--- src/rtl/afu_pkg.sv ---
package afu_pkg;
   typedef enum logic [1:0] {
      SZ_BYTE = 2'd0,
      SZ_WORD = 2'd1,
      SZ_LONG = 2'd2,
      SZ_LALT = 2'd3
   } size_e;

   typedef enum logic [2:0] {
      OP_ADD  = 3'd0,
      OP_ADDX = 3'd1,
      OP_SUB  = 3'd2,
      OP_SUBX = 3'd3,
      OP_CMP  = 3'd4,
      OP_NEG  = 3'd5,
      OP_RSV  = 3'd6,
      OP_NOP  = 3'd7
   } op_e;

   typedef enum logic [2:0] {
      CW_NONE = 3'd0,
      CW_LOAD = 3'd1,
      CW_AND  = 3'd2,
      CW_OR   = 3'd3,
      CW_XOR  = 3'd4
   } ccrw_e;

   localparam int unsigned BIT_I  = 7;
   localparam int unsigned BIT_UI = 6;
   localparam int unsigned BIT_H  = 5;
   localparam int unsigned BIT_U  = 4;
   localparam int unsigned BIT_N  = 3;
   localparam int unsigned BIT_Z  = 2;
   localparam int unsigned BIT_V  = 1;
   localparam int unsigned BIT_C  = 0;

   localparam logic [7:0] CCR_RST = 8'h80;
endpackage

--- src/rtl/afu_opdec.sv ---
module afu_opdec
   import afu_pkg::*;
(
   input  logic [2:0] op_i,
   input  logic [1:0] size_i,
   input  logic       valid_i,
   input  logic       cin_i,
   output logic       sub_o,
   output logic       neg_o,
   output logic       cin_o,
   output logic       we_o,
   output logic       upd_o,
   output logic       ext_o,
   output logic       h_upd_o
);
   logic arith;

   always_comb begin
      arith = 1'b0;
      sub_o = 1'b0;
      neg_o = 1'b0;
      ext_o = 1'b0;
      case (op_i)
         OP_ADD:  arith = 1'b1;
         OP_ADDX: begin arith = 1'b1; ext_o = 1'b1; end
         OP_SUB:  begin arith = 1'b1; sub_o = 1'b1; end
         OP_SUBX: begin arith = 1'b1; sub_o = 1'b1; ext_o = 1'b1; end
         OP_CMP:  begin arith = 1'b1; sub_o = 1'b1; end
         OP_NEG:  begin arith = 1'b1; sub_o = 1'b1; neg_o = 1'b1; end
         default: arith = 1'b0;
      endcase
      cin_o   = ext_o & cin_i;
      upd_o   = valid_i & arith;
      we_o    = upd_o & (op_i != OP_CMP);
      h_upd_o = upd_o & ((size_i == SZ_BYTE) | ~ext_o);
   end
endmodule

--- src/rtl/afu_arith.sv ---
module afu_arith
   import afu_pkg::*;
#(
   parameter int unsigned DATA_W = 32,
   parameter int unsigned HC_OFS = 4
)(
   input  logic [DATA_W-1:0] src_i,
   input  logic [DATA_W-1:0] dst_i,
   input  logic [1:0]        size_i,
   input  logic              sub_i,
   input  logic              neg_i,
   input  logic              cin_i,
   output logic [DATA_W-1:0] res_o,
   output logic              h_o,
   output logic              n_o,
   output logic              zero_o,
   output logic              v_o,
   output logic              c_o
);
   localparam int unsigned LANES  = 3;
   localparam int unsigned BYTE_W = DATA_W / 4;

   for (genvar k = 0; k < LANES; k++) begin : g_lane
      localparam int unsigned W  = BYTE_W << k;
      localparam int unsigned HP = W - 1 - HC_OFS;

      logic [W-1:0]      x, y;
      logic [W:0]        full;
      logic [HP+1:0]     half;
      logic [DATA_W-1:0] res;
      logic              h, n, zero, v, c;

      always_comb begin
         x    = neg_i ? '0 : dst_i[W-1:0];
         y    = neg_i ? dst_i[W-1:0] : src_i[W-1:0];
         if (sub_i) begin
            full = {1'b0, x} - {1'b0, y} - {{W{1'b0}}, cin_i};
            half = {1'b0, x[HP:0]} - {1'b0, y[HP:0]} - {{(HP+1){1'b0}}, cin_i};
            v    = (x[W-1] != y[W-1]) & (full[W-1] != x[W-1]);
         end else begin
            full = {1'b0, x} + {1'b0, y} + {{W{1'b0}}, cin_i};
            half = {1'b0, x[HP:0]} + {1'b0, y[HP:0]} + {{(HP+1){1'b0}}, cin_i};
            v    = (x[W-1] == y[W-1]) & (full[W-1] != x[W-1]);
         end
         res        = dst_i;
         res[W-1:0] = full[W-1:0];
         c          = full[W];
         h          = half[HP+1];
         n          = full[W-1];
         zero       = (full[W-1:0] == '0);
      end
   end

   always_comb begin
      case (size_i)
         SZ_BYTE: begin
            res_o = g_lane[0].res; h_o = g_lane[0].h; n_o = g_lane[0].n;
            zero_o = g_lane[0].zero; v_o = g_lane[0].v; c_o = g_lane[0].c;
         end
         SZ_WORD: begin
            res_o = g_lane[1].res; h_o = g_lane[1].h; n_o = g_lane[1].n;
            zero_o = g_lane[1].zero; v_o = g_lane[1].v; c_o = g_lane[1].c;
         end
         default: begin
            res_o = g_lane[2].res; h_o = g_lane[2].h; n_o = g_lane[2].n;
            zero_o = g_lane[2].zero; v_o = g_lane[2].v; c_o = g_lane[2].c;
         end
      endcase
   end
endmodule

--- src/rtl/afu_ccr.sv ---
module afu_ccr
   import afu_pkg::*;
(
   input  logic       clk,
   input  logic       rst_n,
   input  logic       upd_i,
   input  logic       h_upd_i,
   input  logic       ext_i,
   input  logic       h_i,
   input  logic       n_i,
   input  logic       zero_i,
   input  logic       v_i,
   input  logic       c_i,
   input  logic [2:0] wmode_i,
   input  logic [7:0] imm_i,
   input  logic       exc_i,
   output logic [7:0] ccr_o
);
   logic [7:0] ccr_q, ccr_d;

   always_comb begin
      ccr_d = ccr_q;
      case (wmode_i)
         CW_LOAD: ccr_d = imm_i;
         CW_AND:  ccr_d = ccr_q & imm_i;
         CW_OR:   ccr_d = ccr_q | imm_i;
         CW_XOR:  ccr_d = ccr_q ^ imm_i;
         default: begin
            if (upd_i) begin
               if (h_upd_i) ccr_d[BIT_H] = h_i;
               ccr_d[BIT_N] = n_i;
               ccr_d[BIT_Z] = ext_i ? (zero_i & ccr_q[BIT_Z]) : zero_i;
               ccr_d[BIT_V] = v_i;
               ccr_d[BIT_C] = c_i;
            end
         end
      endcase
      if (exc_i) ccr_d[BIT_I] = 1'b1;
   end

   always_ff @(posedge clk) begin
      if (!rst_n) ccr_q <= CCR_RST;
      else        ccr_q <= ccr_d;
   end

   assign ccr_o = ccr_q;
endmodule

--- src/rtl/alu_flag_unit.sv ---
module alu_flag_unit
   import afu_pkg::*;
#(
   parameter int unsigned DATA_W = 32,
   parameter int unsigned HC_OFS = 4
)(
   input  logic              clk,
   input  logic              rst_n,
   input  logic [DATA_W-1:0] src_op,
   input  logic [DATA_W-1:0] dst_op,
   input  logic [1:0]        size,
   input  logic [2:0]        op,
   input  logic              op_valid,
   input  logic              cin,
   input  logic [2:0]        ccr_mode,
   input  logic [7:0]        ccr_imm,
   input  logic              exc_entry,
   input  logic              irq_req,
   input  logic              nmi_req,
   output logic [DATA_W-1:0] result,
   output logic              result_we,
   output logic [7:0]        ccr,
   output logic              int_accept
);
   if ((DATA_W % 4) != 0 || DATA_W < 8) begin : g_bad_width
      $error("alu_flag_unit: DATA_W must be a multiple of 4 and at least 8");
   end
   if (HC_OFS + 1 >= DATA_W / 4) begin : g_bad_hcofs
      $error("alu_flag_unit: HC_OFS must leave room inside the byte lane");
   end

   logic sub, neg, cin_eff, upd, ext, h_upd;
   logic h, n, zero, v, c;

   afu_opdec u_dec (
      .op_i    (op),
      .size_i  (size),
      .valid_i (op_valid),
      .cin_i   (cin),
      .sub_o   (sub),
      .neg_o   (neg),
      .cin_o   (cin_eff),
      .we_o    (result_we),
      .upd_o   (upd),
      .ext_o   (ext),
      .h_upd_o (h_upd)
   );

   afu_arith #(.DATA_W(DATA_W), .HC_OFS(HC_OFS)) u_arith (
      .src_i  (src_op),
      .dst_i  (dst_op),
      .size_i (size),
      .sub_i  (sub),
      .neg_i  (neg),
      .cin_i  (cin_eff),
      .res_o  (result),
      .h_o    (h),
      .n_o    (n),
      .zero_o (zero),
      .v_o    (v),
      .c_o    (c)
   );

   afu_ccr u_ccr (
      .clk     (clk),
      .rst_n   (rst_n),
      .upd_i   (upd),
      .h_upd_i (h_upd),
      .ext_i   (ext),
      .h_i     (h),
      .n_i     (n),
      .zero_i  (zero),
      .v_i     (v),
      .c_i     (c),
      .wmode_i (ccr_mode),
      .imm_i   (ccr_imm),
      .exc_i   (exc_entry),
      .ccr_o   (ccr)
   );

   assign int_accept = nmi_req | (irq_req & ~ccr[BIT_I]);
endmodule

--- config.mk ---
export PLATFORM = sky130hd
export DESIGN_NAME = alu_flag_unit
export DESIGN_NICKNAME = d
export VERILOG_FILES = /design/src/rtl/afu_pkg.sv /design/src/rtl/afu_opdec.sv /design/src/rtl/afu_arith.sv /design/src/rtl/afu_ccr.sv /design/src/rtl/alu_flag_unit.sv
export SDC_FILE = /design/constraint.sdc
export NUM_CORES = 1
export LEC_CHECK = 0
export BUFFER_PORTS_ARGS = -buffer_cell sky130_fd_sc_hd__buf_2
export CORE_MARGIN = 5
export CORE_UTILIZATION = 46
export DETAILED_ROUTE_END_ITERATION = 7
export PLACE_DENSITY = 0.71
export REMOVE_ABC_BUFFERS = 1
export SLEW_MARGIN = 20
export SYNTH_ARGS = -nofsm -noshare
export SYNTH_HDL_FRONTEND = slang
export SYNTH_HIERARCHICAL = 1
export SYNTH_SLANG_ARGS = --single-unit
--- constraint.sdc ---
create_clock -name clk -period 6.7 [get_ports clk]
set_input_delay 1.34 -clock clk [delete_from_list [all_inputs] [get_ports clk]]
set_output_delay 1.34 -clock clk [all_outputs]
set_load 0.005 [all_outputs]
==> results.md, run 1 <==
* DRT iter0 DRCs at 630
* Max rail drop VDD at 0.0871 mV
* Commonest cells after routing, fill and taps aside: buf_4 (180), buf_2 (128), inv_1 (126)
* Drt pass-1 iters at 6
* Reg clk slew, reported paths at ~0.040 ns
* Critical path type: in -> out
* Delay of the slowest critical-path stage at ~0.35 ns
* Largest net degree at the start of global routing at between 40 and 50
* Grt ovf at 0
* HPWL Detailed at 19.5 mm
* Tmin final at roughly 6.7 ns
* Max clock buf depth at 2
* Unrepaired setup endpoints after global routing: true
* Worst reg2reg path depth at 5
* Predominant post-synthesis flop cell: dfxtp_1
* Layout cells sized above 1 at a little over a third
* Sequential share of the synthesized area at around 2.4%
* Core area at roughly 15000 µm²
* Pleak at about 4.6 nW
* WP data arrival at around 5.3 ns
* Worst EP required at about 5.4 ns
* Simple-gate share of the synthesized area at approximately 22%
* CTS root buffer: clkbuf_16
* Detail Route Antenna Nets at 0
* Register bit total from synthesis at 8
* Status: finished clean
* Synth Instances at about 970
* Die width at 132 µm
* FF-to-FF End: u_ccr/ccr_o[1]$_SDFFE_PN0P_
* Synth Area in XOR/XNOR at 8.06%
* Startpoint types: input pin
* CP max stage cell: mux2_2
* Adder-cell share of the synthesized area at between 20% and 30%
* Routed WL at between 20 and 25 mm
* Fmax at between 150 and 200 MHz
* Port Buffer Count at roughly 130
* Netlist cell types at between 80 and 90
* Layout area overhead at 38.2%
* Largest register FFs at 8
* First-pass GRT wire length at around 38 mm
* I/O pin total at 129
* Critical R2R Launch: u_ccr/ccr_o[1]$_SDFFE_PN0P_
* Std-Cell Rows at 44
* Most common cell after layout, fill and taps aside: buf_4
* Routed len/inst at between 15 and 20 µm
* Fin Hold WS at just over 0.5 ns
* Total power at about 1.6 mW
* Synth warn at 6
* Headroom to the max-slew limit at between 20% and 30%
* Syn avg cell area at between 7 and 8 µm²
* # diodes at 0
* CTS tree: yes
* Crit path cell chain: buf_2 > inv_2 > nor3b_4 > buf_6 > buf_12 > buf_16 > mux2_2 > ha_1 > inv_2 > ha_2 > o211ai_1 > a21oi_1 > o21ai_1 > a31o_2 > o31a_1 > o21ai_2 > o221ai_2 > o31a_1 > xnor2_1 > nand2b_4 > a22o_1 > buf_2
* Mux contribution to synthesized area at between 10% and 20%
* Initial core utilization at 46.9%
* Chip height at about 130 µm
* Critical path peak fanout at 10
* Final Wtd Congestion at between 0.9 and 1
* R2r setup slk at about 5.3 ns
* H-tree depth at 1
* Compound-Gate Fraction of Synth Area at between 20% and 30%
* Largest family of logic cells by synthesized area: compound AO/OA/AOI/OAI gates
* Hold_sp: u_ccr/ccr_o[4]$_SDFFE_PN0N_
* Final Skew at 0 ns
* Mapped cell area at 6810 µm²
* Max-cap violations at 0
* Fin util at 64.8%
* WHS Path Cells at 2
* Fin nets at 1450
* CP endpoint kind: output pin
* Period utilization at around 99%
* TritonCTS Sinks at 8
* Fin. Hold Viols at 0
* Finish-stage setup viols at 0
* Final number of max-transition violations at 0
* Via count at a little over 8000
* Power density cells at approximately 170 nW/µm²
* Hold Path Sink: u_ccr/ccr_o[4]$_SDFFE_PN0N_
* Vias per Instance at ~5.7
* Design area at around 9400 µm²
* Initial antenna violation count at 0
* Worst Tran Pin Value at between 1 and 1.5 ns
* Drc violations at 0
* Tot GR Track Use at 25.6%
* Hold Path Class: reg -> reg
* Die Area at around 17000 µm²
* Post-synth EDFFs at 0
* Setup TNS at 0 ns
* Skew-Pair Late Insertion Delay at about 0.24 ns
* Vias in the first global route at just under 8000
* Post-synth ARST share at 0%
* Total CTS buffers at 3
* Post-DP Area at 8870 µm²
-- through the flow --
stage,setup slack (ns),cells
floorplan,-2.97,932
global placement,-0.0695,1419
detailed placement,-0.162,1419
CTS,-0.0219,1426
global route,-0.107,1433
finish,0.0477,1433
-- layout make-up --
| type | count | area [µm²] |
|---|---|---|
| Fill cell | 1308 | 5120 |
| Multi-Input combinational cell | 793 | 6340 |
| Inverter | 131 | 492 |
| Timing Repair Buffer | 314 | 2120 |
| Clock buffer | 3 | 75.1 |
| Sequential cell | 8 | 160 |
| Tap cell | 184 | 230 |
-- where the power goes --
| group | switching, mW | internal, mW | leakage, nW |
|---|---|---|---|
| sequential | 0.00548 | 0.0528 | 0.0662 |
| clock | 0.0273 | 0.0773 | 0.0370 |
| combinational | 0.737 | 0.694 | 4.53 |
-- worst max-delay path: cells and delay by family --
kind	cells	cell delay, ns
fa+ha+maj	2	0.66
xor+xnor	1	0.13
compound gates	9	1.74
buf+inv	7	0.76
mux	1	0.35
simple gates	2	0.34
-- cell usage after synthesis (5+ instances only) --
cell type / instances / area (µm²)
a211o_1: 6 / 52.6
a211oi_1: 9 / 67.6
a21o_1: 20 / 150
a21oi_1: 88 / 440
a22oi_1: 5 / 37.5
a31oi_1: 8 / 50.1
and2_1: 6 / 37.5
buf_2: 6 / 30.0
clkbuf_1: 25 / 93.8
dfxtp_1: 8 / 160
ha_1: 108 / 1350
inv_1: 128 / 480
mux2_2: 46 / 518
mux2i_1: 17 / 170
nand2_1: 58 / 218
nand2b_1: 39 / 244
nand3_1: 13 / 65.1
nand4_1: 13 / 81.3
nor2_1: 65 / 244
nor2b_1: 17 / 106
nor3_1: 16 / 80.1
nor4_1: 5 / 31.3
o211ai_1: 9 / 67.6
o21a_1: 8 / 60.1
o21ai_0: 43 / 215
o21ai_1: 7 / 35.0
o21bai_1: 10 / 75.1
o22ai_1: 11 / 68.8
o31a_1: 5 / 43.8
o31ai_1: 11 / 82.6
or3_1: 6 / 37.5
or4_1: 5 / 37.5
xnor2_1: 50 / 438
xor2_1: 9 / 78.8
-- logic make-up after synthesis --
kind of cell               Yosys count
AOI/OAI and AO/OA                  279
and+or+nand+nor                    276
buffers and inverters              166
adders and majority gates          112
muxes                               65
xor gates and xnor gates            61
DFF                                  8
-- how the worst max path moves through the flow --
stage / from / to / slack [ns] / cells after the start
CTS: op[2] / result[28] / -0.02 / 21
floorplan: op[1] / result[28] / -2.97 / 16
global placement: op[2] / result[20] / -0.07 / 18
detailed placement: op[2] / result[28] / -0.16 / 20
finish: op[2] / result[28] / 0.05 / 22
global route: op[2] / result[28] / -0.11 / 22
-- routing by layer --
| metal | track usage [%] | routed length, µm | share of wire (%) | vias to the layer above |
|---|---|---|---|---|
| li1 | - | - | - | 3977 |
| met5 | 0 | 0 | 0 | - |
| met2 | 43.1 | 11100 | 46 | 359 |
| met4 | 7.09 | 727 | 3.0 | 0 |
| met3 | 4.09 | 1830 | 7.5 | 55 |
| met1 | 34.0 | 10600 | 44 | 3772 |
-- what timing repair did --
action                     in CTS  in global routing
hold buffers                    0                  0
resized for setup              12                 56
gates cloned                    2                  0
pin swaps                       1                 16
setup buffers                   2                  7
setup endpoints to repair       6                 14
(Power assumes the default switching activity.)
==> inputs of run 2 (changes only) <==
CORE_UTILIZATION = 45   (was 46)
PLACE_DENSITY = 0.7   (was 0.71)
==> results.md, run 2 (synthesis gave the netlist of run 1 again) <==
* Sw Share at between 40% and 50%
* Startpoint types: input pin
* Proportion of power drawn by the clock network at roughly 6.0%
* H-tree depth at 1
* Min setup slack post-route at 0.00888 ns
* Drc violations at 0
* HPWL Detailed at slightly below 20 mm
* Fmax at roughly 150 MHz
* Layout area overhead at 49.0%
* Crit path cell chain: buf_6 > inv_2 > nor3b_4 > buf_6 > buf_12 > buf_4 > buf_4 > mux2_4 > ha_4 > inv_2 > ha_4 > o211ai_1 > a21oi_2 > o21ai_2 > a31o_2 > o31a_1 > o21ai_2 > o221ai_2 > o31a_1 > xnor2_1 > nand2b_4 > a22o_1 > buf_2
* Hold Path Class: reg -> reg
* Worst Tran Pin Value at approximately 1 ns
* Core area at roughly 15000 µm²
* Largest register FFs at 8
* Chip height at between 100 and 150 µm
* Finish-stage setup viols at 0
* Via count at 8400
* Post-DP Area at a little over 9000 µm²
* Final number of max-transition violations at 0
* Headroom to the max-slew limit at 31.5%
* Commonest cells after routing, fill and taps aside: buf_4 (235), buf_2 (127), inv_1 (121)
* Total CTS buffers at 3
* Std-Cell Rows at between 40 and 50
* Max-cap violations at 0
* Setup TNS at 0 ns
* Routed len/inst at between 15 and 20 µm
* Max rail drop VDD at between 0.07 and 0.08 mV
* Power density cells at between 150 and 200 nW/µm²
* Unrepaired setup endpoints after global routing: true
* TritonCTS Sinks at 8
* Pleak at between 4 and 5 nW
* Grt ovf at 0
* Final Wtd Congestion at between 0.9 and 1
* # diodes at 0
* Tmin final at approximately 6.7 ns
* Comb pwr share at between 90 and 100%
* Filler cell count at approximately 1200
* CP endpoint kind: output pin
* Share of power burned in registers at under 10%
* Switching pwr at between 0.8 and 0.9 mW
* Int Power at around 0.91 mW
* Skew-Pair Late Insertion Delay at 0.23 ns
* Max clock buf depth at 2
* Die width at roughly 130 µm
* I/O pin total at approximately 130
* Layout cells sized above 1 at ~40%
* DRT iter0 DRCs at 646
* Worst EP required at 5.36 ns
* Largest net degree at the start of global routing at 45
* Design area at 10200 µm²
* CTS root buffer: clkbuf_16
* Footprint of the multi-input gates at 6660 µm²
* Critical path peak fanout at 6
* Sequential cell area at about 160 µm²
* Cts hold-fix bufs at 0
* Fin nets at between 1500 and 2000
* CTS tree: yes
* Status: finished clean
* Fin. Hold Viols at 0
* Total power at 1.71 mW
* Detail Route Antenna Nets at 0
* Most common cell after layout, fill and taps aside: buf_4
* First-pass GRT wire length at between 30 and 40 mm
* Port Buffer Count at 128
* Delay of the slowest critical-path stage at 0.33 ns
* Vias per Instance at approximately 5.6
* Critical path type: in -> out
* Period utilization at ~100%
* Initial antenna violation count at 0
* WP data arrival at approximately 5.4 ns
* Tot GR Track Use at about a quarter
* Reg clk slew, reported paths at ~0.04 ns
* Die Area at approximately 18000 µm²
* Crit path max-delay family: compound AO/OA/AOI/OAI gates
* Initial core utilization at a little under half
* Place WS at -0.251 ns
* WP buf/inv at 8
* Vias in the first global route at roughly 7700
* CP max stage cell: o31a_1
* Routed WL at ~25 mm
* Final Skew at 0 ns
* Fin Hold WS at a little over 0.5 ns
* Drt pass-1 iters at 7
==> run 2: tightest hold or removal path: stages (launching register included) <==
cell and delay (ns):
dfxtp_1 0.32, nand2_1 0.06, o22ai_1 0.07
==> run 2: metal layers <==
metal  part of all wire (%)  wire, µm  GRT usage (%)  vias to the layer above
li1                       -         -              -                     4105
met1                     43     10700           32.2                     3922
met2                     48     11800           43.0                      330
met3                    7.0      1730           2.05                       43
met4                    1.7       417           5.14                        0
met5                      0         0              0                        -
==> run 2: worst paths after layout <==
path	start	to	slack (ns)	cells after the start
worst max-delay path	op[2]	result[28]	0.009	23
worst min-delay path	u_ccr/ccr_o[4]$_SDFFE_PN0N_	u_ccr/ccr_o[4]$_SDFFE_PN0N_	0.51	2
worst max register to register	u_ccr/ccr_o[1]$_SDFFE_PN0P_	u_ccr/ccr_o[1]$_SDFFE_PN0P_	5.27	5
worst min register to register	u_ccr/ccr_o[4]$_SDFFE_PN0N_	u_ccr/ccr_o[4]$_SDFFE_PN0N_	0.51	2
==> run 2: power by group through the flow <==
stage | Clock, mW | Sequential [mW] | Combinational [mW]
6_report | 0.103 | 0.0584 | 1.55
5_1_grt | 0.106 | 0.0590 | 1.67
4_1_cts | 0.105 | 0.0581 | 1.38
3_5_place_dp | 0 | 0.0586 | 1.36
3_3_place_gp | 0 | 0.0587 | 1.35
2_1_floorplan | 0 | 0.0582 | 0.760
==> run 2: repair_timing <==
item | 4_1_cts | 5_1_grt
endpoints found under the setup margin | 7 | 15
endpoints found under the hold margin | 0 | 0
pin swaps | 1 | 41
cloned | 0 | 1
resized for setup | 12 | 110
setup buffers | 1 | 24
==> run 2: cell type report <==
class | count | area share, %
timing repair buffer | 370 | 24.9
tap | 188 | 2.32
multi-input combinational | 793 | 65.6
clock buffer | 3 | 0.740
sequential | 8 | 1.58
inverter | 131 | 4.88
==> run 2: metrics by stage <==
step | std cells | utilization [%]
global placement | 1466 | 61.2
global route | 1493 | 67.5
floorplan | 932 | -
finish | 1493 | 67.5
CTS | 1470 | 62.1
detailed placement | 1466 | 61.2
